[config.mk]
export PLATFORM = sky130hd
export DESIGN_NAME = keyed_wdt
export DESIGN_NICKNAME = d
export VERILOG_FILES = /design/src/rtl/wdk_pkg.sv /design/src/rtl/wdk_counter.sv /design/src/rtl/wdk_regs.sv /design/src/rtl/wdk_fsm.sv /design/src/rtl/keyed_wdt.sv
export SDC_FILE = /design/constraint.sdc
export NUM_CORES = 1
export LEC_CHECK = 0
export BUFFER_PORTS_ARGS = -buffer_cell sky130_fd_sc_hd__clkbuf_2
export CAP_MARGIN = 30
export CELL_PAD_IN_SITES_DETAIL_PLACEMENT = 1
export CELL_PAD_IN_SITES_GLOBAL_PLACEMENT = 2
export CORE_UTILIZATION = 28
export CTS_CLUSTER_DIAMETER = 30
export CTS_CLUSTER_SIZE = 40
export DETAILED_ROUTE_END_ITERATION = 10
export HOLD_SLACK_MARGIN = 0.02
export MAX_ROUTING_LAYER = met4
export PLACE_DENSITY_LB_ADDON = 0.12
export REMOVE_ABC_BUFFERS = 1
export SYNTH_ARGS = -nofsm -noshare
export SYNTH_HDL_FRONTEND = slang
export SYNTH_SLANG_ARGS = --single-unit
[constraint.sdc]
create_clock -name clk -period 2.3 [get_ports clk]
set_input_delay 0.345 -clock clk [delete_from_list [all_inputs] [get_ports clk]]
set_output_delay 0.345 -clock clk [all_outputs]
set_load 0.05 [all_outputs]
[src/rtl/wdk_pkg.sv]
package wdk_pkg;

    localparam int ADDR_W = 3;

    typedef enum logic [2:0] {
        ST_IDLE    = 3'd0,
        ST_PREARM  = 3'd1,
        ST_ACTIVE  = 3'd2,
        ST_SERVICE = 3'd3,
        ST_TRIPPED = 3'd4
    } wd_state_e;

    localparam logic [ADDR_W-1:0] OFS_CNT_LO = 3'd0;
    localparam logic [ADDR_W-1:0] OFS_CNT_HI = 3'd1;
    localparam logic [ADDR_W-1:0] OFS_PRD_LO = 3'd2;
    localparam logic [ADDR_W-1:0] OFS_PRD_HI = 3'd3;
    localparam logic [ADDR_W-1:0] OFS_GCTL   = 3'd4;
    localparam logic [ADDR_W-1:0] OFS_WCTL   = 3'd5;

endpackage

[src/rtl/wdk_counter.sv]
module wdk_counter #(
    parameter int HALF_W = 32
) (
    input  logic                  clk,
    input  logic                  rst_n,
    input  logic                  run,
    input  logic                  clr,
    input  logic [1:0]            ld,
    input  logic [HALF_W-1:0]     ld_data,
    input  logic [2*HALF_W-1:0]   prd,
    output logic [2*HALF_W-1:0]   cnt,
    output logic                  hit
);
    localparam int CNT_W = 2 * HALF_W;

    logic [CNT_W-1:0] cnt_nxt;
    logic [CNT_W-1:0] cnt_inc;
    logic             at_prd;

    assign at_prd  = (cnt == prd);
    assign hit     = run && at_prd;
    assign cnt_inc = cnt + {{(CNT_W-1){1'b0}}, 1'b1};

    always_comb begin
        cnt_nxt = cnt;
        if (clr) begin
            cnt_nxt = '0;
        end else if (run && !at_prd) begin
            cnt_nxt = cnt_inc;
        end
        for (int h = 0; h < 2; h++) begin
            if (ld[h]) begin
                cnt_nxt[h*HALF_W +: HALF_W] = ld_data;
            end
        end
    end

    always_ff @(posedge clk or negedge rst_n) begin
        if (!rst_n) begin
            cnt <= '0;
        end else begin
            cnt <= cnt_nxt;
        end
    end


    cnt_clear_chk: assert property (@(posedge clk) disable iff (!rst_n)
        (clr && ld == 2'b00) |=> (cnt == '0));


    cnt_hold_chk: assert property (@(posedge clk) disable iff (!rst_n)
        (!run && !clr && ld == 2'b00) |=> $stable(cnt));

endmodule

[src/rtl/wdk_regs.sv]
module wdk_regs
    import wdk_pkg::*;
#(
    parameter int          DATA_W    = 32,
    parameter int          EN_BIT    = 14,
    parameter logic [1:0]  MODE_WDOG = 2'd2
) (
    input  logic                 clk,
    input  logic                 rst_n,
    input  logic                 wr_en,
    input  logic                 rd_en,
    input  logic [ADDR_W-1:0]    addr,
    input  logic [DATA_W-1:0]    wdata,
    input  logic                 locked,
    input  logic [2*DATA_W-1:0]  cnt,
    output logic [2*DATA_W-1:0]  prd,
    output logic [1:0]           cnt_ld,
    output logic                 wctl_wr,
    output logic                 run_ok,
    output logic                 wden,
    output logic [DATA_W-1:0]    rdata
);
    localparam int GCTL_W = 4;

    logic [GCTL_W-1:0] gctl;
    logic [1:0]        prd_ld;
    logic              gctl_wr;
    logic [DATA_W-1:0] rd_mux;

    assign wctl_wr = wr_en && (addr == OFS_WCTL);
    assign gctl_wr = wr_en && (addr == OFS_GCTL) && !locked;
    assign cnt_ld[0] = wr_en && (addr == OFS_CNT_LO) && !locked;
    assign cnt_ld[1] = wr_en && (addr == OFS_CNT_HI) && !locked;
    assign prd_ld[0] = wr_en && (addr == OFS_PRD_LO) && !locked;
    assign prd_ld[1] = wr_en && (addr == OFS_PRD_HI) && !locked;

    assign run_ok = (gctl[3:2] == MODE_WDOG) && (gctl[1:0] == 2'b11);

    generate
        for (genvar g = 0; g < 2; g++) begin : g_prd_half
            always_ff @(posedge clk or negedge rst_n) begin
                if (!rst_n) begin
                    prd[g*DATA_W +: DATA_W] <= '0;
                end else if (prd_ld[g]) begin
                    prd[g*DATA_W +: DATA_W] <= wdata;
                end
            end
        end
    endgenerate

    always_ff @(posedge clk or negedge rst_n) begin
        if (!rst_n) begin
            gctl <= '0;
        end else if (gctl_wr) begin
            gctl <= wdata[GCTL_W-1:0];
        end
    end

    always_ff @(posedge clk or negedge rst_n) begin
        if (!rst_n) begin
            wden <= 1'b0;
        end else if (wctl_wr && wdata[EN_BIT]) begin
            wden <= 1'b1;
        end
    end

    always_comb begin
        rd_mux = '0;
        unique case (addr)
            OFS_CNT_LO: rd_mux = cnt[DATA_W-1:0];
            OFS_CNT_HI: rd_mux = cnt[2*DATA_W-1:DATA_W];
            OFS_PRD_LO: rd_mux = prd[DATA_W-1:0];
            OFS_PRD_HI: rd_mux = prd[2*DATA_W-1:DATA_W];
            OFS_GCTL:   rd_mux[GCTL_W-1:0] = gctl;
            OFS_WCTL:   rd_mux[EN_BIT] = wden;
            default:    rd_mux = '0;
        endcase
    end

    always_ff @(posedge clk or negedge rst_n) begin
        if (!rst_n) begin
            rdata <= '0;
        end else if (rd_en) begin
            rdata <= rd_mux;
        end
    end


    wden_sticky_chk: assert property (@(posedge clk) disable iff (!rst_n)
        wden |=> wden);


    prd_lock_chk: assert property (@(posedge clk) disable iff (!rst_n)
        locked |=> $stable(prd));


    mode_lock_chk: assert property (@(posedge clk) disable iff (!rst_n)
        locked |=> $stable(run_ok));

endmodule

[src/rtl/wdk_fsm.sv]
module wdk_fsm
    import wdk_pkg::*;
#(
    parameter int           KEY_W   = 16,
    parameter logic [15:0]  KEY_ARM = 16'hA5C6,
    parameter logic [15:0]  KEY_GO  = 16'hDA7E
) (
    input  logic              clk,
    input  logic              rst_n,
    input  logic              wctl_wr,
    input  logic [KEY_W-1:0]  key,
    input  logic              en_bit,
    input  logic              run_ok,
    input  logic              hit,
    output logic              run,
    output logic              svc_clr,
    output logic              locked,
    output logic              rst_req
);
    wd_state_e st, st_nxt;
    logic      trip;

    always_comb begin
        st_nxt  = st;
        trip    = 1'b0;
        svc_clr = 1'b0;
        unique case (st)
            ST_IDLE: begin
                if (wctl_wr && run_ok && en_bit && key == KEY_ARM[KEY_W-1:0]) begin
                    st_nxt = ST_PREARM;
                end
            end
            ST_PREARM: begin
                if (wctl_wr) begin
                    if (run_ok && key == KEY_GO[KEY_W-1:0]) begin
                        st_nxt  = ST_ACTIVE;
                        svc_clr = 1'b1;
                    end else begin
                        st_nxt = ST_IDLE;
                    end
                end
            end
            ST_ACTIVE: begin
                if (hit) begin
                    trip = 1'b1;
                end else if (wctl_wr) begin
                    if (key == KEY_ARM[KEY_W-1:0]) begin
                        st_nxt = ST_SERVICE;
                    end else begin
                        trip = 1'b1;
                    end
                end
            end
            ST_SERVICE: begin
                if (hit) begin
                    trip = 1'b1;
                end else if (wctl_wr) begin
                    if (key == KEY_GO[KEY_W-1:0]) begin
                        st_nxt  = ST_ACTIVE;
                        svc_clr = 1'b1;
                    end else begin
                        trip = 1'b1;
                    end
                end
            end
            ST_TRIPPED: begin
                st_nxt = ST_TRIPPED;
            end
            default: begin
                st_nxt = ST_IDLE;
            end
        endcase
        if (trip) begin
            st_nxt = ST_TRIPPED;
        end
    end

    always_ff @(posedge clk or negedge rst_n) begin
        if (!rst_n) begin
            st <= ST_IDLE;
        end else begin
            st <= st_nxt;
        end
    end

    always_ff @(posedge clk or negedge rst_n) begin
        if (!rst_n) begin
            rst_req <= 1'b0;
        end else begin
            rst_req <= trip;
        end
    end

    assign locked = (st == ST_ACTIVE) || (st == ST_SERVICE) || (st == ST_TRIPPED);
    assign run    = ((st == ST_ACTIVE) || (st == ST_SERVICE)) && run_ok;


    req_pulse_chk: assert property (@(posedge clk) disable iff (!rst_n)
        rst_req |=> !rst_req);


    timeout_req_chk: assert property (@(posedge clk) disable iff (!rst_n)
        ((st == ST_ACTIVE || st == ST_SERVICE) && hit) |=> (rst_req && st == ST_TRIPPED));


    idle_quiet_chk: assert property (@(posedge clk) disable iff (!rst_n)
        (st == ST_IDLE || st == ST_PREARM) |=> !rst_req);


    bad_key_chk: assert property (@(posedge clk) disable iff (!rst_n)
        (st == ST_ACTIVE && wctl_wr && key != KEY_ARM[KEY_W-1:0]) |=> rst_req);


    trip_hold_chk: assert property (@(posedge clk) disable iff (!rst_n)
        (st == ST_TRIPPED) |=> (st == ST_TRIPPED && !rst_req));

endmodule

[src/rtl/keyed_wdt.sv]
module keyed_wdt #(
    parameter int           DATA_W    = 32,
    parameter int           EN_BIT    = 14,
    parameter int           KEY_LSB   = 16,
    parameter int           KEY_W     = 16,
    parameter logic [15:0]  KEY_ARM   = 16'hA5C6,
    parameter logic [15:0]  KEY_GO    = 16'hDA7E,
    parameter logic [1:0]   MODE_WDOG = 2'd2
) (
    input  logic               clk,
    input  logic               rst_n,
    input  logic               wr_en,
    input  logic               rd_en,
    input  logic [2:0]         addr,
    input  logic [DATA_W-1:0]  wdata,
    output logic [DATA_W-1:0]  rdata,
    output logic               rst_req
);
    localparam int CNT_W = 2 * DATA_W;

    logic [CNT_W-1:0] cnt;
    logic [CNT_W-1:0] prd;
    logic [1:0]       cnt_ld;
    logic             wctl_wr;
    logic             run_ok;
    logic             wden;
    logic             run;
    logic             svc_clr;
    logic             locked;
    logic             hit;

    wdk_regs #(
        .DATA_W    (DATA_W),
        .EN_BIT    (EN_BIT),
        .MODE_WDOG (MODE_WDOG)
    ) u_regs (
        .clk     (clk),
        .rst_n   (rst_n),
        .wr_en   (wr_en),
        .rd_en   (rd_en),
        .addr    (addr),
        .wdata   (wdata),
        .locked  (locked),
        .cnt     (cnt),
        .prd     (prd),
        .cnt_ld  (cnt_ld),
        .wctl_wr (wctl_wr),
        .run_ok  (run_ok),
        .wden    (wden),
        .rdata   (rdata)
    );

    wdk_fsm #(
        .KEY_W   (KEY_W),
        .KEY_ARM (KEY_ARM),
        .KEY_GO  (KEY_GO)
    ) u_fsm (
        .clk     (clk),
        .rst_n   (rst_n),
        .wctl_wr (wctl_wr),
        .key     (wdata[KEY_LSB +: KEY_W]),
        .en_bit  (wdata[EN_BIT]),
        .run_ok  (run_ok),
        .hit     (hit),
        .run     (run),
        .svc_clr (svc_clr),
        .locked  (locked),
        .rst_req (rst_req)
    );

    wdk_counter #(
        .HALF_W (DATA_W)
    ) u_cnt (
        .clk     (clk),
        .rst_n   (rst_n),
        .run     (run),
        .clr     (svc_clr),
        .ld      (cnt_ld),
        .ld_data (wdata),
        .prd     (prd),
        .cnt     (cnt),
        .hit     (hit)
    );


    wden_lock_chk: assert property (@(posedge clk) disable iff (!rst_n)
        locked |-> wden);

endmodule

==> impl_metrics.tcl <==
set metrics [dict create \
    outcome "finished with violations" \
    nFillCells 3792 \
    holdPathEnd "u_cnt.cnt[41]" \
    portBuffers 71 \
    routed_via_density 5.27 \
    pre_cts_slack_ns -0.630 \
    placed_cells 1721 \
    clock_path_buffers 2 \
    setup.worst_path.start_class "flip-flop" \
    grt_setup_unrepaired "yes" \
    area_delta_synth_final_pct 43.3 \
    fp.dieW_um 189 \
    p_int_mw 7.13 \
    maxSlewHeadroom_pct 57.0 \
    setup_viol 67 \
    period_share_pct 114 \
    worst-endpoint-required_ns 2.68 \
    synthTopCellsByArea "dfrtp_1, mux2_2, xor2_1, a22oi_1, nand2_1" \
    worstPathMaxFanout 5 \
    cts_root_buf "clkbuf_16" \
    htree_levels 4 \
    drc 0 \
    worst_pin_slew_ns 0.638 \
    die_area_um2 35500 \
    initial_core_util_pct 28.8 \
    final.setup.tns_ns -14.09 \
    clkTransAtPathRegs_ns 0.07 \
    maxCapViolations 0 \
    netSwitchingFraction_pct 36.6 \
    wl_mm 43.6 \
    synth_edf_count 0 \
    gr-total-overflow 0 \
    core-area_um2 33900 \
    max_freq_ghz 0.382 \
    nNetsFinal 1340 \
    ys_seq_elements 169 \
    reg2reg_slack_ns -0.31 \
    hold_class "primary input to flip-flop" \
    ys_seq_area_share_pct 43.4 \
    drv_slew 0 \
    die_h_um 189 \
    min_path_cells 3 \
    rows 67 \
    numCtsBuffers 17 \
    synth_top_area_cell "dfrtp_1" \
    clockPowerShare_pct 27.5 \
    ios 72 \
    failed_checks "setup timing" \
    timing.rr.start "u_cnt.cnt[6]" \
    cts_tree "yes" \
    grt_usage_pct 26.2 \
    p_comb_share_pct 36.5 \
    crit_type "flip-flop to flip-flop" \
    drtAntennaViolNets 0 \
    grt_max_degree 54 \
    syn_area_um2 9740 \
    vias 9273 \
    cts.sinks 169 \
    pwr-share-seq_pct 36.1 \
    worstSetupEndpointType "flip-flop" \
    grt_pass1_vias 10000 \
    synth_ff_type "dfrtp_1" \
    grt_pass1_wl_mm 66.0 \
    antenna_found_initial 0 \
    diodes 0 \
    synthCells 999 \
    worstPathArrival_ns 2.99 \
    switching_power_mw 4.11 \
    async_reset_ff_share_pct 100 \
    finalClockSkew_ns 0.0125 \
    clk_latency_ns 0.45 \
    power.leakage_nw 5.88 \
    post-route-min-period_ns 2.61 \
    timing_hold_violations_final 0 \
    irDropWorstVdd_v 0.000550 \
    drive_gt1_share_pct 43.6 \
    synth_top_area_share_pct 43.4 \
    wl_per_cell_um 24.8 \
    reg2reg_depth 11 \
    p_per_area_nw_per_um2 805 \
    first_pass_iters 7 \
    utilization_pct 41.2 \
    power.total_mw 11.2 \
    hold_start "wdata[9]" \
    dpl.hpwl_mm 33.0 \
    drtIter0Drc 492 \
    final_cells 1761 \
    rr_endpoint "u_cnt.cnt[18]" \
    yosysUniqueCellTypes 81 \
    synth_warnings 0 \
    setup_slack_ns -0.315 \
    place.gp.congestion 0.871 \
    syn_area_per_cell_um2 9.75 \
]
==> cells in the mapped netlist (all sizes together) (4+ instances only) <==
library cell	number
nand3b	4
nor4	42
nand3	31
a21oi	14
xnor2	37
a22oi	60
nor3	26
mux2i	4
nand4	24
mux2	70
nand2b	4
a21o	10
a221o	4
and4	6
and3	10
a31oi	35
o21a	5
buf	34
and2	7
o31a	4
o21ai	49
dfrtp	169
nand2	98
o211ai	4
nor3b	7
xor2	66
nor2	59
o31ai	7
inv	14
clkbuf	44
==> sequential cells by signal, indices dropped and copies added, names as in the netlist <==
register / cells
u_regs.rdata: 32
u_regs.gctl: 4
u_cnt.cnt: 64
u_regs.wden: 1
u_fsm.st: 3
u_regs.prd: 64
u_fsm.rst_req: 1
==> how the worst max path moves through the flow <==
| stage | from | end | depth (start not counted) |
|---|---|---|---|
| 2_1_floorplan | addr[1] | u_cnt.cnt[52] | 5 |
| 3_3_place_gp | u_regs.prd[63] | u_cnt.cnt[48] | 10 |
| 3_5_place_dp | u_regs.prd[62] | u_cnt.cnt[20] | 10 |
| 4_1_cts | u_cnt.cnt[55] | u_cnt.cnt[5] | 10 |
| 5_1_grt | u_regs.prd[23] | u_cnt.cnt[11] | 10 |
| 6_report | u_cnt.cnt[6] | u_cnt.cnt[18] | 11 |
==> cell usage in the layout (no fill, tap or decap), types with 13 or more instances in the layout <==
cell type    n
a31oi_1     33
buf_4      256
clkbuf_2    70
buf_6       17
xnor2_1     36
a22oi_1     60
o21ai_2     26
mux2_2      70
clkbuf_16   18
o21ai_1     13
dfrtp_1    162
inv_1       14
nor4_1      23
nor3_1      21
nand2_1     97
nand3_1     30
nand4_1     23
xor2_1      53
nor2_1      58
==> per-stage QoR <==
stage / hold slack (ns) / area, µm²
floorplan: 0.0494 / 9370
global placement: 0.365 / 12600
detailed placement: 0.351 / 12600
CTS: 0.142 / 13700
global route: 0.142 / 14000
finish: 0.153 / 14000
==> critical path, stage by stage, from the launching register on <==
cell	delay [ns]
dfrtp_2	0.44
xor2_4	0.21
nor4_4	0.27
buf_4	0.15
nand4_1	0.13
nor4_4	0.31
buf_4	0.18
buf_6	0.11
a21boi_4	0.06
or2_4	0.33
clkbuf_16	0.20
o21ai_2	0.12
==> power by group through the flow <==
stage	Clock, mW	Combinational [mW]	Sequential (mW)
4_1_cts	3.16	3.99	4.04
3_3_place_gp	0	3.71	4.04
3_5_place_dp	0	3.74	4.06
6_report	3.09	4.10	4.05
2_1_floorplan	0	1.17	4.41
5_1_grt	3.27	4.37	4.13
==> per-layer routing <==
layer / GRT usage, % / vias to the layer above / wire length [µm]
met5: - / - / 0
met4: 8.16 / 0 / 1140
met3: 4.79 / 55 / 1800
met2: 40.8 / 202 / 20400
met1: 34.3 / 4752 / 20200
li1: - / 4264 / -
==> cells by family (layout without fill, tap and decap cells) <==
logic type	Yosys count	after routing	share of synthesized area, %
and+or+nand+nor	343	343	19.0
AOI/OAI and AO/OA	217	217	15.4
DFF	169	169	43.4
xor gates and xnor gates	103	103	9.26
buffers and inverters	92	406	4.32
muxes	74	74	8.50
adders and majority gates	1	1	0.128
==> area by class of cell <==
type	instances	area, µm²	share of cell area (%)
multi-input combinational	738	5700	40.8
sequential	169	4240	30.4
timing repair buffer	360	2810	20.1
tap	448	561	4.02
clock buffer	19	433	3.10
clock inverter	13	168	1.20
inverter	14	52.6	0.377
==> timing repair <==
item                                    4_1_cts  5_1_grt
hold buffers                                  1        0
endpoints found under the setup margin       68       68
buffers inserted                             10        1
hold endpoints to repair                     42        0
cloned                                        3        1
pin swaps                                    27       20
resized for setup                           117       44
Power figures use the tool's default switching activity.
